$ cat src/rtl/dac_seq_pkg.sv
package dac_seq_pkg;
    localparam int FRAME_W = 24;
    localparam logic [FRAME_W-1:0] CHECK_FRAME = 24'h040000;

    typedef enum logic [2:0] {
        SQ_IDLE,
        SQ_WR0,
        SQ_WR1,
        SQ_CHK,
        SQ_LOAD
    } seq_state_e;

    function automatic logic [FRAME_W-1:0] dac_wr_frame(input logic ch, input logic [15:0] val);
        return {6'd0, 1'b0, ch, val};
    endfunction
endpackage

$ cat src/rtl/spi_frame_xfer.sv
module spi_frame_xfer
    import dac_seq_pkg::*;
#(
    parameter int SCLK_HALF = 4
) (
    input  logic               clk,
    input  logic               rst_n,
    input  logic               start,
    input  logic [FRAME_W-1:0] tx_word,
    input  logic               miso,
    output logic               sclk,
    output logic               mosi,
    output logic               cs_n,
    output logic               done,
    output logic [FRAME_W-1:0] rx_word
);
    localparam int DIV_W = $clog2(SCLK_HALF + 1);
    localparam int BIT_W = $clog2(FRAME_W);

    typedef struct packed {
        logic               busy;
        logic               cs_n;
        logic               sclk;
        logic               mosi;
        logic [FRAME_W-1:0] tx;
        logic [FRAME_W-1:0] rx;
        logic [BIT_W-1:0]   bitcnt;
        logic [DIV_W-1:0]   div;
        logic               done;
    } xfer_t;

    xfer_t x_d, x_q;

    always_comb begin
        x_d      = x_q;
        x_d.done = 1'b0;
        if (!x_q.busy) begin
            if (start) begin
                x_d.busy   = 1'b1;
                x_d.cs_n   = 1'b0;
                x_d.sclk   = 1'b0;
                x_d.tx     = tx_word;
                x_d.mosi   = tx_word[FRAME_W-1];
                x_d.bitcnt = '0;
                x_d.div    = '0;
            end
        end else if (x_q.div == DIV_W'(SCLK_HALF - 1)) begin
            x_d.div = '0;
            if (!x_q.sclk) begin
                x_d.sclk = 1'b1;
                x_d.rx   = {x_q.rx[FRAME_W-2:0], miso};
            end else begin
                x_d.sclk = 1'b0;
                if (x_q.bitcnt == BIT_W'(FRAME_W - 1)) begin
                    x_d.busy = 1'b0;
                    x_d.cs_n = 1'b1;
                    x_d.mosi = 1'b0;
                    x_d.done = 1'b1;
                end else begin
                    x_d.bitcnt = x_q.bitcnt + 1'b1;
                    x_d.tx     = {x_q.tx[FRAME_W-2:0], 1'b0};
                    x_d.mosi   = x_q.tx[FRAME_W-2];
                end
            end
        end else begin
            x_d.div = x_q.div + 1'b1;
        end
    end

    always_ff @(posedge clk) begin
        if (!rst_n) begin
            x_q      <= '0;
            x_q.cs_n <= 1'b1;
        end else begin
            x_q <= x_d;
        end
    end

    assign sclk    = x_q.sclk;
    assign mosi    = x_q.mosi;
    assign cs_n    = x_q.cs_n;
    assign done    = x_q.done;
    assign rx_word = x_q.rx;
endmodule

$ cat src/rtl/strap_capture.sv
module strap_capture #(
    parameter int N_STRAPS = 5
) (
    input  logic                clk,
    input  logic                rst_n,
    input  logic [N_STRAPS-1:0] pins_n,
    output logic [N_STRAPS-1:0] cfg,
    output logic                taken
);
    typedef struct packed {
        logic [N_STRAPS-1:0] cfg;
        logic                taken;
    } cap_t;

    cap_t c_d, c_q;

    always_comb begin
        c_d = c_q;
        if (!c_q.taken) begin
            c_d.cfg   = ~pins_n;
            c_d.taken = 1'b1;
        end
    end

    always_ff @(posedge clk) begin
        if (!rst_n) c_q <= '0;
        else        c_q <= c_d;
    end

    assign cfg   = c_q.cfg;
    assign taken = c_q.taken;
endmodule

$ cat src/rtl/dac_update_ctrl.sv
module dac_update_ctrl
    import dac_seq_pkg::*;
#(
    parameter int LOAD_LEN = 4
) (
    input  logic               clk,
    input  logic               rst_n,
    input  logic               rec_valid,
    input  logic [15:0]        rec_ch0,
    input  logic [15:0]        rec_ch1,
    input  logic [7:0]         rec_do,
    input  logic [7:0]         rec_sn,
    input  logic               commit,
    input  logic               src_lost,
    input  logic               sn_mode,
    input  logic               clr_en,
    input  logic               spi_done,
    input  logic [FRAME_W-1:0] spi_rx,
    output logic               spi_start,
    output logic [FRAME_W-1:0] spi_tx,
    output logic               load_n,
    output logic               clr_n,
    output logic [15:0]        echo0,
    output logic [15:0]        echo1,
    output logic [7:0]         sn_echo,
    output logic [7:0]         dout,
    output logic               err,
    output logic               sticky
);
    localparam int LC_W = $clog2(LOAD_LEN + 1);

    typedef struct packed {
        seq_state_e         state;
        logic [15:0]        r_ch0;
        logic [15:0]        r_ch1;
        logic [7:0]         r_do;
        logic [7:0]         r_sn;
        logic               fresh;
        logic [7:0]         last_sn;
        logic [15:0]        p0;
        logic [15:0]        p1;
        logic               mism;
        logic               load_n;
        logic [LC_W-1:0]    load_cnt;
        logic               clr_n;
        logic [15:0]        echo0;
        logic [15:0]        echo1;
        logic [7:0]         sn_echo;
        logic [7:0]         dout;
        logic               start;
        logic [FRAME_W-1:0] tx;
        logic               err;
        logic               sticky;
    } ctrl_t;

    ctrl_t s_d, s_q;
    logic  lost_clr;
    logic  go;
    logic  bad;

    always_comb begin
        s_d       = s_q;
        s_d.start = 1'b0;
        lost_clr  = src_lost && clr_en;
        s_d.clr_n = !lost_clr;
        go        = 1'b0;
        bad       = 1'b0;

        unique case (s_q.state)
            SQ_IDLE: begin
                if (commit && s_q.fresh && !src_lost) begin
                    s_d.fresh   = 1'b0;
                    s_d.dout    = s_q.r_do;
                    s_d.sn_echo = s_q.r_sn;
                    s_d.last_sn = s_q.r_sn;
                    go = sn_mode ? ((s_q.r_sn != s_q.last_sn) && (s_q.r_sn != 8'h00)) : 1'b1;
                    if (go) begin
                        s_d.p0    = s_q.r_ch0;
                        s_d.p1    = s_q.r_ch1;
                        s_d.mism  = 1'b0;
                        s_d.tx    = dac_wr_frame(1'b0, s_q.r_ch0);
                        s_d.start = 1'b1;
                        s_d.state = SQ_WR0;
                    end
                end
            end
            SQ_WR0: begin
                if (spi_done) begin
                    s_d.tx    = dac_wr_frame(1'b1, s_q.p1);
                    s_d.start = 1'b1;
                    s_d.state = SQ_WR1;
                end
            end
            SQ_WR1: begin
                if (spi_done) begin
                    s_d.mism  = (spi_rx != dac_wr_frame(1'b0, s_q.p0));
                    s_d.tx    = CHECK_FRAME;
                    s_d.start = 1'b1;
                    s_d.state = SQ_CHK;
                end
            end
            SQ_CHK: begin
                if (spi_done) begin
                    bad          = s_q.mism || (spi_rx != dac_wr_frame(1'b1, s_q.p1));
                    s_d.err      = bad;
                    s_d.sticky   = s_q.sticky || bad;
                    s_d.load_n   = 1'b0;
                    s_d.load_cnt = '0;
                    if (!lost_clr) begin
                        s_d.echo0 = s_q.p0;
                        s_d.echo1 = s_q.p1;
                    end
                    s_d.state = SQ_LOAD;
                end
            end
            SQ_LOAD: begin
                if (s_q.load_cnt == LC_W'(LOAD_LEN - 1)) begin
                    s_d.load_n = 1'b1;
                    s_d.state  = SQ_IDLE;
                end else begin
                    s_d.load_cnt = s_q.load_cnt + 1'b1;
                end
            end
            default: s_d.state = SQ_IDLE;
        endcase

        if (lost_clr) begin
            s_d.echo0 = '0;
            s_d.echo1 = '0;
        end

        if (rec_valid) begin
            s_d.r_ch0 = rec_ch0;
            s_d.r_ch1 = rec_ch1;
            s_d.r_do  = rec_do;
            s_d.r_sn  = rec_sn;
            s_d.fresh = 1'b1;
        end
    end

    always_ff @(posedge clk) begin
        if (!rst_n) begin
            s_q        <= '0;
            s_q.state  <= SQ_IDLE;
            s_q.load_n <= 1'b1;
            s_q.clr_n  <= 1'b1;
        end else begin
            s_q <= s_d;
        end
    end

    assign spi_start = s_q.start;
    assign spi_tx    = s_q.tx;
    assign load_n    = s_q.load_n;
    assign clr_n     = s_q.clr_n;
    assign echo0     = s_q.echo0;
    assign echo1     = s_q.echo1;
    assign sn_echo   = s_q.sn_echo;
    assign dout      = s_q.dout;
    assign err       = s_q.err;
    assign sticky    = s_q.sticky;
endmodule

$ cat src/rtl/dac_pair_sequencer.sv
module dac_pair_sequencer
    import dac_seq_pkg::*;
#(
    parameter int SCLK_HALF = 4,
    parameter int LOAD_LEN  = 4
) (
    input  logic        clk,
    input  logic        rst_n,
    input  logic        rec_valid,
    input  logic [63:0] rec_data,
    input  logic        commit_slot,
    input  logic        src_lost,
    input  logic        strap_pol_n,
    input  logic        strap_range_n,
    input  logic        strap_mode_n,
    input  logic        strap_clr_n,
    input  logic        strap_inv_n,
    output logic        spi_sclk,
    output logic        spi_mosi,
    output logic        spi_cs_n,
    input  logic        spi_miso,
    output logic        dac_load_n,
    output logic        dac_clr_n,
    output logic [7:0]  dout,
    output logic [15:0] echo_ch0,
    output logic [15:0] echo_ch1,
    output logic [7:0]  echo_sn,
    output logic [7:0]  status,
    output logic        spi_err,
    output logic        spi_err_sticky
);
    // strap vector: 0 polarity, 1 range, 2 mode, 3 clear, 4 inversion
    logic [4:0]         cfg;
    logic               cfg_taken;
    logic               x_start;
    logic [FRAME_W-1:0] x_tx;
    logic               x_done;
    logic [FRAME_W-1:0] x_rx;
    logic               unused_ignored;

    assign unused_ignored = ^rec_data[55:40];

    strap_capture #(.N_STRAPS(5)) u_straps (
        .clk    (clk),
        .rst_n  (rst_n),
        .pins_n ({strap_inv_n, strap_clr_n, strap_mode_n, strap_range_n, strap_pol_n}),
        .cfg    (cfg),
        .taken  (cfg_taken)
    );

    dac_update_ctrl #(.LOAD_LEN(LOAD_LEN)) u_ctrl (
        .clk       (clk),
        .rst_n     (rst_n),
        .rec_valid (rec_valid),
        .rec_ch0   (rec_data[15:0]),
        .rec_ch1   (rec_data[31:16]),
        .rec_do    (rec_data[39:32]),
        .rec_sn    (rec_data[63:56]),
        .commit    (commit_slot && cfg_taken),
        .src_lost  (src_lost),
        .sn_mode   (cfg[2]),
        .clr_en    (cfg[3]),
        .spi_done  (x_done),
        .spi_rx    (x_rx),
        .spi_start (x_start),
        .spi_tx    (x_tx),
        .load_n    (dac_load_n),
        .clr_n     (dac_clr_n),
        .echo0     (echo_ch0),
        .echo1     (echo_ch1),
        .sn_echo   (echo_sn),
        .dout      (dout),
        .err       (spi_err),
        .sticky    (spi_err_sticky)
    );

    spi_frame_xfer #(.SCLK_HALF(SCLK_HALF)) u_spi (
        .clk     (clk),
        .rst_n   (rst_n),
        .start   (x_start),
        .tx_word (x_tx),
        .miso    (spi_miso),
        .sclk    (spi_sclk),
        .mosi    (spi_mosi),
        .cs_n    (spi_cs_n),
        .done    (x_done),
        .rx_word (x_rx)
    );

    assign status = {spi_err_sticky, cfg[3], cfg[1], spi_err, cfg[2], cfg[4], 1'b0, cfg[0]};
endmodule

$ cat config.mk
export PLATFORM = sky130hd
export DESIGN_NAME = dac_pair_sequencer
export DESIGN_NICKNAME = d
export VERILOG_FILES = /design/src/rtl/dac_seq_pkg.sv /design/src/rtl/spi_frame_xfer.sv /design/src/rtl/strap_capture.sv /design/src/rtl/dac_update_ctrl.sv /design/src/rtl/dac_pair_sequencer.sv
export SDC_FILE = /design/constraint.sdc
export NUM_CORES = 1
export LEC_CHECK = 0
export BUFFER_PORTS_ARGS = -buffer_cell sky130_fd_sc_hd__buf_4
export CAP_MARGIN = 10
export CELL_PAD_IN_SITES_DETAIL_PLACEMENT = 2
export CELL_PAD_IN_SITES_GLOBAL_PLACEMENT = 2
export CORE_MARGIN = 2
export CORE_UTILIZATION = 35
export DETAILED_ROUTE_END_ITERATION = 8
export MAX_ROUTING_LAYER = met4
export PLACE_DENSITY = 0.89
export SYNTH_ARGS = -nofsm -noshare
export SYNTH_HDL_FRONTEND = slang
export SYNTH_HIERARCHICAL = 1
export SYNTH_SLANG_ARGS = --single-unit
export TNS_END_PERCENT = 1
$ cat constraint.sdc
create_clock -name clk -period 2.28 [get_ports clk]
set_input_delay 0.228 -clock clk [delete_from_list [all_inputs] [get_ports clk]]
set_output_delay 0.228 -clock clk [all_outputs]
set_load 0.02 [all_outputs]
After elaboration in Yosys (flattened, before gate mapping) --
Cells that the tools add are included.
Storage, ports and cells: flip-flop bits (word level) 231, word-level logic and storage cells 130
Operators by class: add/subtract/negate cells 3, equal/unequal tests 21, multiplexer cells 39, bitwise gates (word level) 3, reduce and logical (&&, ||, !) cells 33
Operators with widths (number):
- $mux 25 | 5
- $pmux 25 s3 | 1
- $mux 57 | 1
- $mux 28 | 2
- $mux 24 | 2
- $mux 42 | 1
- $mux 41 | 1
- $mux 33 | 1
- $mux 3 | 8
- $ne 24x16->1 | 1
- $ne 24x17->1 | 1
- $mux 8 | 2
- $reduce_and 4->1 | 4
- $pmux 3 s5 | 1
- $reduce_and 3->1 | 5
- $eq 3x2->1 const B | 4
- $ne 2x1->1 const B | 6
- $mux 5 | 2
- $ne 2x2->1 const B | 5
- $reduce_bool 2->1 | 5
- $ne 8x8->1 | 1
- $pmux 4 s2 | 1
- $reduce_and 2->1 | 4
- $reduce_bool 8->1 | 1
- other kinds (19) | 34

Depth between registers and ports, before layout --
Gate-level depths: netlist of run 1.
word-level depth 7, depth in mapped cells 10, gate-level depth less buffers 6

Modules after synthesis --
Netlist of run 1, hierarchy kept.
Modules (own cells, without submodules):
- dac_update_ctrl | instances 1, cells an instance 796, area an instance 7165.6 um^2
- spi_frame_xfer | instances 1, cells an instance 284, area an instance 2635.0 um^2
- strap_capture | instances 1, cells an instance 22, area an instance 237.7 um^2
- dac_pair_sequencer | instances 1, cells an instance 5, area an instance 32.5 um^2

Worst setup path before layout of run 1 --
No wires, ideal clock.
path kind flip-flop to flip-flop, start point register u_ctrl/s_q[171] in the netlist's numbering, end point register u_ctrl/s_q[104] in the netlist's numbering, setup time 132 ps, data arrival time 1877 ps, required time 2148 ps, slack 271 ps, cell stages (with the launch flop) 10, path buffers 4, clock period less this slack 2009 ps, path through dfxtp_1 > or2_1 > or3_1 > buf_2 > a211o_1 > buf_6 > buf_6 > buf_2 > nand3_1 > a21oi_1
Between the ends: cells in the longest elaborated chain, start to end 2
Ends and longest elaborated chain:
- from (decl) | line dac_update_ctrl.sv:56 | ctrl_t s_d, s_q;
- $logic_not 3->1 | line dac_update_ctrl.sv:69 | unique case (s_q.state)
- $reduce_and 3->1 (no line)
No other way between the ends. A chain may end at the register's enable or synchronous reset.

Worst setup path in the final report of run 1 --
start point register u_ctrl/s_q[127] in the netlist's numbering, end point register u_ctrl.s_q (netlist bit u_ctrl/spi_tx[5])
Between the ends: cells in the longest elaborated chain, start to end 5
Ends and longest elaborated chain:
- $ne 8x8->1 / $reduce_bool 8->1 (equally long branches) | line dac_update_ctrl.sv:76 | go = sn_mode ? ((s_q.r_sn != s_q.last_sn) && (s_q.r_sn != 8'h00)) : 1'b1;
- $logic_and 1x1->1 (*) | line dac_update_ctrl.sv:76
- $mux 1 (*) | line dac_update_ctrl.sv:76
- $ne 2x1->1 (no line) (*)
- $reduce_and 5->1 (no line) (*)
Every way passes the cells marked *; elsewhere a longest branch is shown, timed or not.

==> results of run 1 <==
how the worst min path moves through the flow:
stage	startpoint	to	depth (start not counted)
floorplan	rst_n	u_straps/taken	0
global placement	u_straps/cfg[3]	u_ctrl/clr_n	1
detailed placement	rst_n	u_straps/taken	1
CTS	rec_data[3]	u_ctrl/s_q[157]	3
global route	rec_data[14]	u_ctrl/s_q[168]	3
finish	rec_data[18]	u_ctrl/s_q[140]	3
layout make-up:
class	instances	share of cell area, %
repair buffers	219	14.94
well taps	384	3.962
multi-input cells	699	36.69
clock inverters	16	1.507
flip-flops and latches	225	37.15
clock buffers	29	5.531
inverters	6	0.1961
diodes	1	0.02064
per-stage QoR:
step / std cells / setup TNS, ns / instance area, um^2
6_report: 1579 / -0.6168 / 12130
3_5_place_dp: 1494 / 0 / 10840
3_3_place_gp: 1494 / 0 / 10840
4_1_cts: 1576 / 0 / 12060
5_1_grt: 1579 / -0.5308 / 12130
2_1_floorplan: 1112 / 0 / 10090
worst min-delay path, delay by kind of cell:
kind                   cells  cell delay (ns)
buffers and inverters      1             0.08
multiplexers               1             0.07
AND/OR/NAND/NOR            1             0.12
sequential cells by signal (all words and copies together), names as in the netlist, 5 cells and up:
signal / cells
u_ctrl/dout: 8
u_ctrl/echo0: 16
u_ctrl/echo1: 16
u_ctrl/s_q: 88
u_ctrl/sn_echo: 8
u_ctrl/spi_tx: 18
u_spi/rx_word: 24
u_spi/x_q: 32
u_straps/cfg: 5
report_power, final:
| group | leakage, nW | switching, mW | internal, mW |
|---|---|---|---|
| Combinational | 2.51 | 0.396 | 0.283 |
| Sequential | 1.82 | 0.0889 | 4.01 |
| Clock | 0.431 | 1.84 | 2.56 |
per-layer routing:
metal / track usage, % / up-vias
met5: - / -
met4: 16.84 / 0
met3: 4.452 / 235
met2: 50.23 / 557
met1: 31.23 / 4650
li1: - / 3862
what timing repair did:
item / in CTS / in global routing
hold buffers: 37 / 2
resized for setup: 0 / 8
hold endpoints to repair: 37 / 2
setup endpoints to repair: 0 / 29
cells by family after synthesis:
kind of cell             count (synthesis)  share of synthesized area [%]
buffers and inverters                  188                          11.69
multiplexers                            49                          4.870
AO/OA/AOI/OAI                          242                          18.25
flip-flops                             225                          44.73
adder cells (fa/ha/maj)                  4                         0.4970
AND/OR/NAND/NOR                        355                          16.24
XOR/XNOR                                42                          3.653
other                                    2                        0.07457
layout by cell type, fill, tap and decap left out, types with 5 or more instances in the layout:
cell type	synthesis	routed
nand2_1	176	176
conb_1	2	7
mux2i_1	49	49
nor4_1	5	5
or2_1	7	7
nor2_1	59	59
a32o_1	22	22
inv_1	6	5
buf_4	103	173
nand3b_1	8	8
buf_12	0	5
a21bo_1	32	32
a311oi_2	16	16
a22o_1	22	22
nor3_1	21	21
or4_1	5	5
nor3b_1	5	5
dfxtp_1	225	225
xor2_1	28	28
nand4_1	6	6
dlygate4sd3_1	0	39
nand3_1	39	39
a31oi_1	6	6
xnor2_1	14	14
clkinv_2	0	12
a21oi_1	117	114
clkbuf_16	0	25
a21boi_2	5	5
==> metrics.md, run 1 <==
| Metric | Value |
|---|---|
| Status | `complete, but fails checks` |
| Failing checks | `setup timing` |
| # fillers | `3020` |
| Initial Util | `35.28%` |
| Layout cells sized above 1 | `between 20% and 30%` |
| Hold Path Class | `input pin to register` |
| Setup ws final | `-0.3433 ns` |
| GRT Overall Usage | `28.85%` |
| Number of detailed-route iterations in the first pass | `5` |
| Footprint of the multi-input gates | `4449 um^2` |
| Clock Tree Buf Depth | `3` |
| Clock Skew | `~0.013 ns` |
| Max Clk Rate | `approximately 380 MHz` |
| Maximum vdd drop | `between 0.0005 and 0.0006 V` |
| Synth Flop Type | `dfxtp_1` |
| Met2 wire length | `around 24 mm` |
| Seq/Total Area, Yosys | `between 40% and 50%` |
| Post-route ant nets | `0` |
| Fin crit share | `115.1%` |
| Slowest cell on crit path | `nor3_1` |
| Area delta synth->final | `20.40%` |
| Root Buffer | `clkbuf_16` |
| WP data arrival | `approximately 3 ns` |
| CTS tree | `yes` |
| First-pass GRT wire length | `approximately 64 mm` |
| Vias in the first global route | `9880` |
| Sinks on Clock Net | `between 200 and 250` |
| Antenna violations before repair | `1` |
| Worst Setup Slack post-DPL | `0.08687 ns` |
| Post-Synthesis Cells | `between 1000 and 1500` |
| Crit path launch type | `register` |
| Worst EP required | `2.63 ns` |
| Buf/Inv on CP | `2` |
| CP top delay family | `simple AND/OR/NAND/NOR gates` |
| Syn_area_per_cell | `around 9.1 um^2` |
| Post-Syn Area | `10070 um^2` |
| Pin count of the biggest net entering global routing | `roughly 50` |
| Synth warn | `6` |
| # nets final | `approximately 1300` |
| Pwr/cell area | `roughly 760 nW/um^2` |
| Final setup viols | `8` |
| Die Wd | `around 170 um` |
| GPL Wtd Cong | `0.8824` |
| WL/cell | `~30 um` |
| Register bit total from synthesis | `between 200 and 250` |
| Reg2reg setup slack | `-0.34 ns` |
| Setup CP Type | `register to register` |
| Total power | `slightly above 9 mW` |
| Final wirelength | `roughly 48 mm` |
| Buffers added on ports | `120` |
| Synth cell types | `56` |
| Worst setup path startpoint | `u_ctrl/s_q[127]` |
| Clk slew on worst S/H paths | `about 0.070 ns` |
| DP HPWL | `approximately 23 mm` |
| R2R depth | `7` |
| Via Count | `9304` |
| Global route total overflow | `0` |
| Clk Latency, worst-skew pair | `0.53 ns` |
| Ys async rst share | `0%` |
| Count leader, synth | `dfxtp_1` |
| Reg-to-Reg Start | `u_ctrl/s_q[127]` |
| H-tree Lvls | `1` |
| Unrepaired setup endpoints after global routing | `yes` |
| Top Metal Used | `met4` |
| Count of pins over their slew limit | `0` |
| DR WL met3 | `a little under 3 mm` |
| Post-synth top area share | `44.73%` |
| Wl on met1 | `approximately 17 mm` |
| Total CTS buffers | `25` |
| Chip height | `about 170 um` |
| Static Leak | `about 4.8 nW` |
| Die ar. | `about 30000 um^2` |
| Post-layout util | `between 40% and 50%` |
| Storage cell area | `4504 um^2` |
| Top cell type by total area after synthesis | `dfxtp_1` |
| Initial DRC Count | `around 760` |
| EDFF count, synth | `0` |
| Cells along the critical path | `xor2_1, nor4_2, buf_4, a2111oi_4, buf_6, nor3_1, a311oi_2` |
| Critical path endpoint | `u_ctrl/spi_tx[5]` |
| Synth cell count leaders | `225 x dfxtp_1, 176 x nand2_1, 117 x a21oi_1, 103 x buf_4, 59 x nor2_1` |
| Worst path depth | `7` |
| Period minus WS final | `between 2 and 3 ns` |
| Routed vias/inst | `slightly below 6` |
| # DRC | `0` |
| Max-cap violations | `0` |
| Core area | `~29000 um^2` |
| Tightest Pin Transition | `between 0.8 and 0.9 ns` |
| Hold Vio Cnt, Final | `0` |
| Worst R2R End | `u_ctrl/spi_tx[5]` |
| Relative slew slack | `42.47%` |
| Crit-path max cell delay | `0.71 ns` |
| Hold_ws | `between 0.008 and 0.009 ns` |
| Crit. End Element | `register` |
| Total I/O pin count | `138` |
| Site Rows | `62` |
| Crit-path max FO | `18` |
| Post-CTS Setup Inserts | `0` |
| Ranking of synthesized cells by area | `dfxtp_1 45%, buf_4 7.7%, nand2_1 6.6%, a21oi_1 5.8%, mux2i_1 4.9%` |
Power figures use the tool's default switching activity.
==> run 2: changes to the inputs <==
--- a/config.mk
+++ b/config.mk
@@ -5,15 +5,17 @@
 export SDC_FILE = /design/constraint.sdc
 export NUM_CORES = 1
 export LEC_CHECK = 0
+export ABC_AREA = 1
 export BUFFER_PORTS_ARGS = -buffer_cell sky130_fd_sc_hd__buf_4
 export CAP_MARGIN = 10
 export CELL_PAD_IN_SITES_DETAIL_PLACEMENT = 2
 export CELL_PAD_IN_SITES_GLOBAL_PLACEMENT = 2
 export CORE_MARGIN = 2
-export CORE_UTILIZATION = 35
+export CORE_UTILIZATION = 32
 export DETAILED_ROUTE_END_ITERATION = 8
 export MAX_ROUTING_LAYER = met4
 export PLACE_DENSITY = 0.89
+export SETUP_SLACK_MARGIN = 0.02
 export SYNTH_ARGS = -nofsm -noshare
 export SYNTH_HDL_FRONTEND = slang
 export SYNTH_HIERARCHICAL = 1
==> run 2 against run 1 <==
The flow now finishes without violations. Via count increased by 5.2%. Synthesized area increased by 0.25%. Global-route usage decreased by 3.6 points. Largest cell class unchanged.
==> metrics.md, run 2 <==
| Metric | Value |
|---|---|
| Static Leak | `5.531 nW (+16%)` |
| Maximum vdd drop | `0.0005068 V (-6.8%)` |
| Register bit total from synthesis | `225 (unchanged)` |
| Site Rows | `65 (+4.8%)` |
| First-pass GRT wire length | `63.75 mm (-1.0%)` |
| Final wirelength | `41.82 mm (-12%)` |
| # nets final | `1567 (+25%)` |
| Global route total overflow | `0 (unchanged)` |
| H-tree Lvls | `1 (unchanged)` |
| Syn_area_per_cell | `7.065 um^2 (-22%)` |
| Post-Syn Area | `10100 um^2 (+0.25%)` |
| Worst EP required | `2.69 ns (+0.06 ns)` |
| Post-route ant nets | `0 (unchanged)` |
| Period minus WS final | `2.150 ns (-0.4729 ns)` |
| Routed vias/inst | `5.128 (-13%)` |
| Top cell type by total area after synthesis | `dfxtp_1` |
| Crit path launch type | `register` |
| GPL Wtd Cong | `0.8486 (-3.8%)` |
| Total CTS buffers | `27 (+8.0%)` |
| Antenna violations before repair | `0 (-1)` |
| Clock Tree Buf Depth | `3 (unchanged)` |
| Met3 usage | `3.710% (-0.74 points)` |
| Number of detailed-route iterations in the first pass | `5 (unchanged)` |
| Die Wd | `181.6 um (+4.6%)` |
| Initial Util | `32.24% (-3.0 points)` |
| Vias in the first global route | `11180 (+13%)` |
| Hold Path Class | `input pin to register` |
| Count leader, synth | `nand2_1` |
| Crit. End Element | `register` |
| Setup CP Type | `register to register` |
| Unrepaired setup endpoints after global routing | `yes` |
| Clk slew on worst S/H paths | `0.06 ns (about the same)` |
| Ranking of synthesized cells by area | `dfxtp_1 45%, nand2_1 12%, nor2_1 10%, buf_4 7.6%, o21ai_0 5.8%` |
| Chip height | `181.6 um (+4.6%)` |
| DP HPWL | `22.53 mm (-2.5%)` |
| Seq/Total Area, Yosys | `44.62% (-0.11 points)` |
| Crit-path max FO | `17 (-1)` |
| WP data arrival | `2.56 ns (-0.42 ns)` |
| M2 GR Usage | `45.62% (-4.6 points)` |
| Core area | `31310 um^2 (+9.7%)` |
| Clock Skew | `0.02073 ns (+0.007270 ns)` |
| Commonest non-fill, non-tap cell in the layout | `nand2_1` |
| Diode count | `0 (-1)` |
| GRT Overall Usage | `25.24% (-3.6 points)` |
| Setup_tns | `0 ns (+0.6168 ns)` |
| Clk Latency, worst-skew pair | `0.54 ns (about the same)` |
| CTS tree | `yes` |
| Max reg flops | `88 (unchanged)` |
| Pin count of the biggest net entering global routing | `82 (+67%)` |
| Total I/O pin count | `138 (unchanged)` |
| Post-synth top area share | `44.62% (-0.11 points)` |
| Area delta synth->final | `19.12%` |
| Hold Vio Cnt, Final | `0 (unchanged)` |
| Ys async rst share | `0% (unchanged)` |
| Post-CTS Setup Inserts | `0 (unchanged)` |
| EDFF count, synth | `0 (unchanged)` |
| WL/cell | `21.92 um (-27%)` |
| Grt peak-use layer | `met2` |
| # DRC | `0 (unchanged)` |
| Layout cells sized above 1 | `14.34% (-7.7 points)` |
| Status | `finished clean` |
| Count of pins over their slew limit | `0 (unchanged)` |
| Fin cells | `1908 (+21%)` |
| Final setup viols | `0 (-8)` |
| Max-cap violations | `0 (unchanged)` |
| Buffers added on ports | `120 (unchanged)` |
| Post-route cell area | `12030 um^2 (-0.82%)` |
| Synth Flop Type | `dfxtp_1` |
| Synth warn | `6 (unchanged)` |
| Initial DRC Count | `484 (-37%)` |
| Die ar. | `32990 um^2 (+9.4%)` |
| DP Cell Count | `1814 (+21%)` |
| Commonest non-fill, non-tap cells in the layout | `334 x nand2_1, 270 x nor2_1, 225 x dfxtp_1, 137 x buf_4, 118 x o21ai_0` |
| Post-DP Area | `10670 um^2 (-1.6%)` |
| Post-Synthesis Cells | `1429 (+29%)` |
| Sinks on Clock Net | `225 (unchanged)` |
| Relative slew slack | `55.72% (+13 points)` |
| Via Count | `9784 (+5.2%)` |
| Largest register by flop count | `u_ctrl/s_q` |
| Max Clk Rate | `465.0 MHz (+22%)` |
| Synth cell count leaders | `334 x nand2_1, 270 x nor2_1, 225 x dfxtp_1, 118 x o21ai_0, 102 x buf_4` |
| M1 GR Usage | `27.08% (-4.1 points)` |
| Tightest Pin Transition | `0.6634 ns (-0.1930 ns)` |
| Fin crit share | `94.32% (-21 points)` |
| Root Buffer | `clkbuf_16` |
| Pwr/cell area | `801.9 nW/um^2 (+6.0%)` |
| Synth cell types | `39 (-30%)` |
## run 2: path summary, 6_finish.rpt
kind	slack (ns)	startpoint	end	cells after the start
hold reg to reg	0.46	u_ctrl/s_q[156]	u_ctrl/s_q[156]	2
setup / recovery	0.13	u_ctrl/s_q[125]	u_ctrl/spi_tx[13]	10
setup reg to reg	0.13	u_ctrl/s_q[125]	u_ctrl/spi_tx[13]	10
hold / removal	0.02	rec_data[60]	u_ctrl/s_q[126]	3
## run 2: per-stage QoR
step                      utilization [%]  total power [mW]  hold WS [ns]  setup WS, ns
after global placement              34.08             5.120        0.4377        0.2466
after floorplan                         -             4.896        0.2557        0.8185
final                               38.41             9.644       0.02397        0.1296
after CTS                           38.35             9.621      0.009116       0.08268
after global routing                38.41             9.997       0.02597      -0.02781
after detailed placement            34.08             5.173        0.4463        0.1409
## run 2: where the power goes
part / total, mW / switching, mW / internal [mW] / leakage (nW)
combinational: 1.03 / 0.660 / 0.370 / 3.27
clock: 4.39 / 1.84 / 2.55 / 0.427
sequential: 4.22 / 0.136 / 4.09 / 1.83
## run 2: worst max-delay path: stages, from the launching register on
cell,delay [ns]
dfxtp_1,0.43
xnor2_1,0.17
nand2_1,0.10
nor2_1,0.12
nand2_1,0.06
nand2_1,0.11
nand2_2,0.30
nand3_1,0.28
inv_1,0.08
nor2_1,0.29
nor2_1,0.08
## run 2: metal layers
layer	share of wire [%]	vias up
met1	38	4866
met3	4.3	133
met4	4.9	0
met5	0	-
li1	-	4495
met2	52	290
## run 2: area by class of cell
cell class                      count  area [um^2]
Fill cell                        3523        19280
Inverter                           99        371.6
Timing Repair Buffer              188         1570
Multi-Input combinational cell    947         4209
Sequential cell                   225         4504
Clock buffer                       37        763.2
Tap cell                          402        503.0
Clock inverter                     10        105.1
## run 2: cell families after synthesis
family | share of synthesized area [%]
compound gates | 10.32
xor+xnor | 1.562
fa+ha+maj | 0.4957
other cells | 0.07439
buf+inv | 14.02
flops | 44.62
simple gates | 28.91
## run 2: what timing repair did
item,in CTS,in global routing
resized for setup,0,3
hold buffers,47,0
setup endpoints to repair,0,34
endpoints found under the hold margin,47,0
==> run 3: changes to the inputs <==
--- a/config.mk
+++ b/config.mk
@@ -11,10 +11,12 @@
 export CELL_PAD_IN_SITES_DETAIL_PLACEMENT = 2
 export CELL_PAD_IN_SITES_GLOBAL_PLACEMENT = 2
 export CORE_MARGIN = 2
-export CORE_UTILIZATION = 32
+export CORE_UTILIZATION = 33
+export CTS_BUF_LIST = sky130_fd_sc_hd__clkbuf_4 sky130_fd_sc_hd__clkbuf_8
 export DETAILED_ROUTE_END_ITERATION = 8
 export MAX_ROUTING_LAYER = met4
-export PLACE_DENSITY = 0.89
+export PLACE_DENSITY = 0.91
+export RECOVER_POWER = 100
 export SETUP_SLACK_MARGIN = 0.02
 export SYNTH_ARGS = -nofsm -noshare
 export SYNTH_HDL_FRONTEND = slang
==> run 3 against run 2 <==
The flow now finishes with violations (capacitance limit, slew limit). Global-route usage up 5.3 points. Critical path depth fell by 3. Total power rose by 2.8%. Via count is 5.1% higher. Final cell count grew 1.5%. Worst hold slack gained 0.042 ns. Worst setup slack worse by 0.080 ns. Fmax down 3.6%. Sequential share of layout area is 0.48 points higher. Combinational power increased by 5%. Largest cell class unchanged. Highest routed layer unchanged.
==> metrics.md, run 3 (same netlist as run 2, synthesis figures left out) <==
| Metric | Value |
|---|---|
| Commonest non-fill, non-tap cell in the layout | `nand2_1` |
| Crit path launch type | `register` |
| Die ar. | `32010 um^2 (-3.0%)` |
| Vias in the first global route | `11860 (+6.1%)` |
| Max-cap violations | `1 (+1)` |
| GRT Overall Usage | `30.54% (+5.3 points)` |
| Crit. End Element | `register` |
| Max reg flops | `88 (unchanged)` |
| Maximum vdd drop | `0.0005633 V (+11%)` |
| Core area | `30350 um^2 (-3.1%)` |
| Clk Latency, worst-skew pair | `0.59 ns (+0.05 ns)` |
| Initial DRC Count | `642 (+33%)` |
| CTS tree | `yes` |
| Hold Path Class | `input pin to register` |
| Relative slew slack | `-0.6916% (-56 points)` |
| R2R depth | `7 (-3)` |
| Global route total overflow | `0 (unchanged)` |
| Static Leak | `5.347 nW (-3.3%)` |
| Routed vias/inst | `5.311 (+3.6%)` |
| H-tree Lvls | `2 (+1)` |
| Pin count of the biggest net entering global routing | `76 (-7.3%)` |
| Initial Util | `33.27% (+1.0 points)` |
| # DRC | `0 (unchanged)` |
| Via Count | `10290 (+5.1%)` |
| DP HPWL | `23.27 mm (+3.3%)` |
| # nets final | `1590 (+1.5%)` |
| # fillers | `3499 (-0.68%)` |
| Total CTS buffers | `41 (+52%)` |
| Chip height | `178.9 um (-1.5%)` |
| Worst Setup Slack post-DPL | `0.3262 ns (+0.1853 ns)` |
| Root Buffer | `clkbuf_8` |
| Tightest Pin Transition | `1.509 ns (+0.8453 ns)` |
| Largest register by flop count | `u_ctrl/s_q` |
| Pwr/cell area | `834.8 nW/um^2 (+4.1%)` |
| Total I/O pin count | `138 (unchanged)` |
| Clock Skew | `0.05374 ns (+0.03302 ns)` |
| Reg-to-Reg Start | `u_ctrl/s_q[172]` |
| Number of detailed-route iterations in the first pass | `5 (unchanged)` |
| Max Clk Rate | `448.3 MHz (-3.6%)` |
| Hold Path Cell Cnt | `1 (-2)` |
| Site Rows | `64 (-1.5%)` |
| GPL Wtd Cong | `0.8487 (about the same)` |
| Crit-path max FO | `17 (unchanged)` |
| WP data arrival | `2.68 ns (+0.12 ns)` |
| Setup ws final | `0.04918 ns (-0.08040 ns)` |
| Setup_tns | `0 ns (unchanged)` |
| Area delta synth->final | `17.61%` |
| Clk slew on worst S/H paths | `0.07 ns (about the same)` |
| Post-layout util | `39.12% (+0.71 points)` |
| Post-route ant nets | `0 (unchanged)` |
| Count of pins over their slew limit | `43 (+43)` |
| Hold wc startpoint | `rst_n` |
| Commonest non-fill, non-tap cells in the layout | `336 x nand2_1, 274 x nor2_1, 225 x dfxtp_1, 118 x o21ai_0, 92 x inv_1` |
| Setup CP Type | `register to register` |
| Fin crit share | `97.84% (+3.5 points)` |
| Final wirelength | `47.46 mm (+14%)` |
| Final setup viols | `0 (unchanged)` |
| Layout cells sized above 1 | `11.49% (-2.9 points)` |
| Buffers added on ports | `120 (unchanged)` |
| WL/cell | `24.50 um (+12%)` |
| Worst R2R End | `u_ctrl/dout[5]` |
| WHS Endpoint | `u_straps/taken` |
| First-pass GRT wire length | `72.15 mm (+13%)` |
| Sinks on Clock Net | `225 (unchanged)` |
| Worst EP required | `2.73 ns (+0.04 ns)` |
| Clock Tree Buf Depth | `3 (unchanged)` |
| Period minus WS final | `2.231 ns (+0.08040 ns)` |
| Unrepaired setup endpoints after global routing | `no` |
| Die Wd | `178.9 um (-1.5%)` |
| Failing checks | `capacitance limit, slew limit` |
| Diode count | `0 (unchanged)` |
| Reg2reg setup slack | `0.05 ns (-0.08 ns)` |
| Worst setup path startpoint | `u_ctrl/s_q[172]` |
| Status | `complete, but fails checks` |
| Antenna violations before repair | `0 (unchanged)` |
| Hold Vio Cnt, Final | `0 (unchanged)` |
run 3: cell types whose count changed in the layout (fill, tap and decap cells not counted), sizes merged:
cell,previous run,this run
clkbuf,37,134
buf,141,73
dlygate4sd3,47,54
clkinv,7,5
bufinv,2,3
clkinvlp,2,1
inv,98,99
run 3: per-stage QoR:
step                      area (um^2)  hold slack (ns)  cells  total power [mW]
after global routing            11870          0.04585   1937             10.24
after detailed placement        10640           0.4449   1808             5.170
after CTS                       12110          0.02696   1935             9.788
after floorplan                 10110           0.2557   1434             4.896
after global placement          10640           0.4378   1808             5.108
final                           11870          0.06632   1937             9.912
run 3: where the power goes:
group          switching, mW  leakage [nW]  internal (mW)
Clock                   2.01         0.495           2.59
Sequential             0.151          1.83           4.09
Combinational          0.715          3.02          0.363
run 3: cell type report:
cell class	count	area, um^2	share of cell area (%)
clock buffers	64	799.5	6.733
repair buffers	197	1385	11.66
well taps	396	495.5	4.173
clock inverters	9	130.1	1.096
flip-flops and latches	225	4504	37.93
inverters	99	375.4	3.161
multi-input cells	947	4184	35.24
run 3: worst max-delay path, stage by stage (launching register included):
cell,delay (ns)
dfxtp_1,0.39
nor2_1,0.32
inv_2,0.13
nor3_4,0.28
buf_4,0.30
inv_1,0.33
nor2_1,0.27
nor2_1,0.10
run 3: routing by layer:
layer	GRT usage (%)	vias to the layer above	routed length, um
li1	-	4544	-
met1	32.49	5177	18160
met2	54.62	386	24670
met3	4.750	180	1995
met4	15.85	0	2641
met5	-	-	0
run 3: how the worst max path moves through the flow:
stage	cells past startpoint	slack (ns)	to
detailed placement	9	0.33	u_spi/x_q[43]
global route	10	0.02	u_ctrl/s_q[104]
CTS	7	0.08	u_ctrl/spi_tx[0]
floorplan	10	0.82	u_ctrl/s_q[80]
global placement	9	0.44	u_spi/x_q[46]
finish	7	0.05	u_ctrl/dout[5]
run 3: repair_timing:
item                                    4_1_cts  5_1_grt
hold endpoints to repair                     54        0
endpoints found under the setup margin        0       30
setup buffers                                 0        2
resized for setup                             0        4
hold buffers                                 54        0
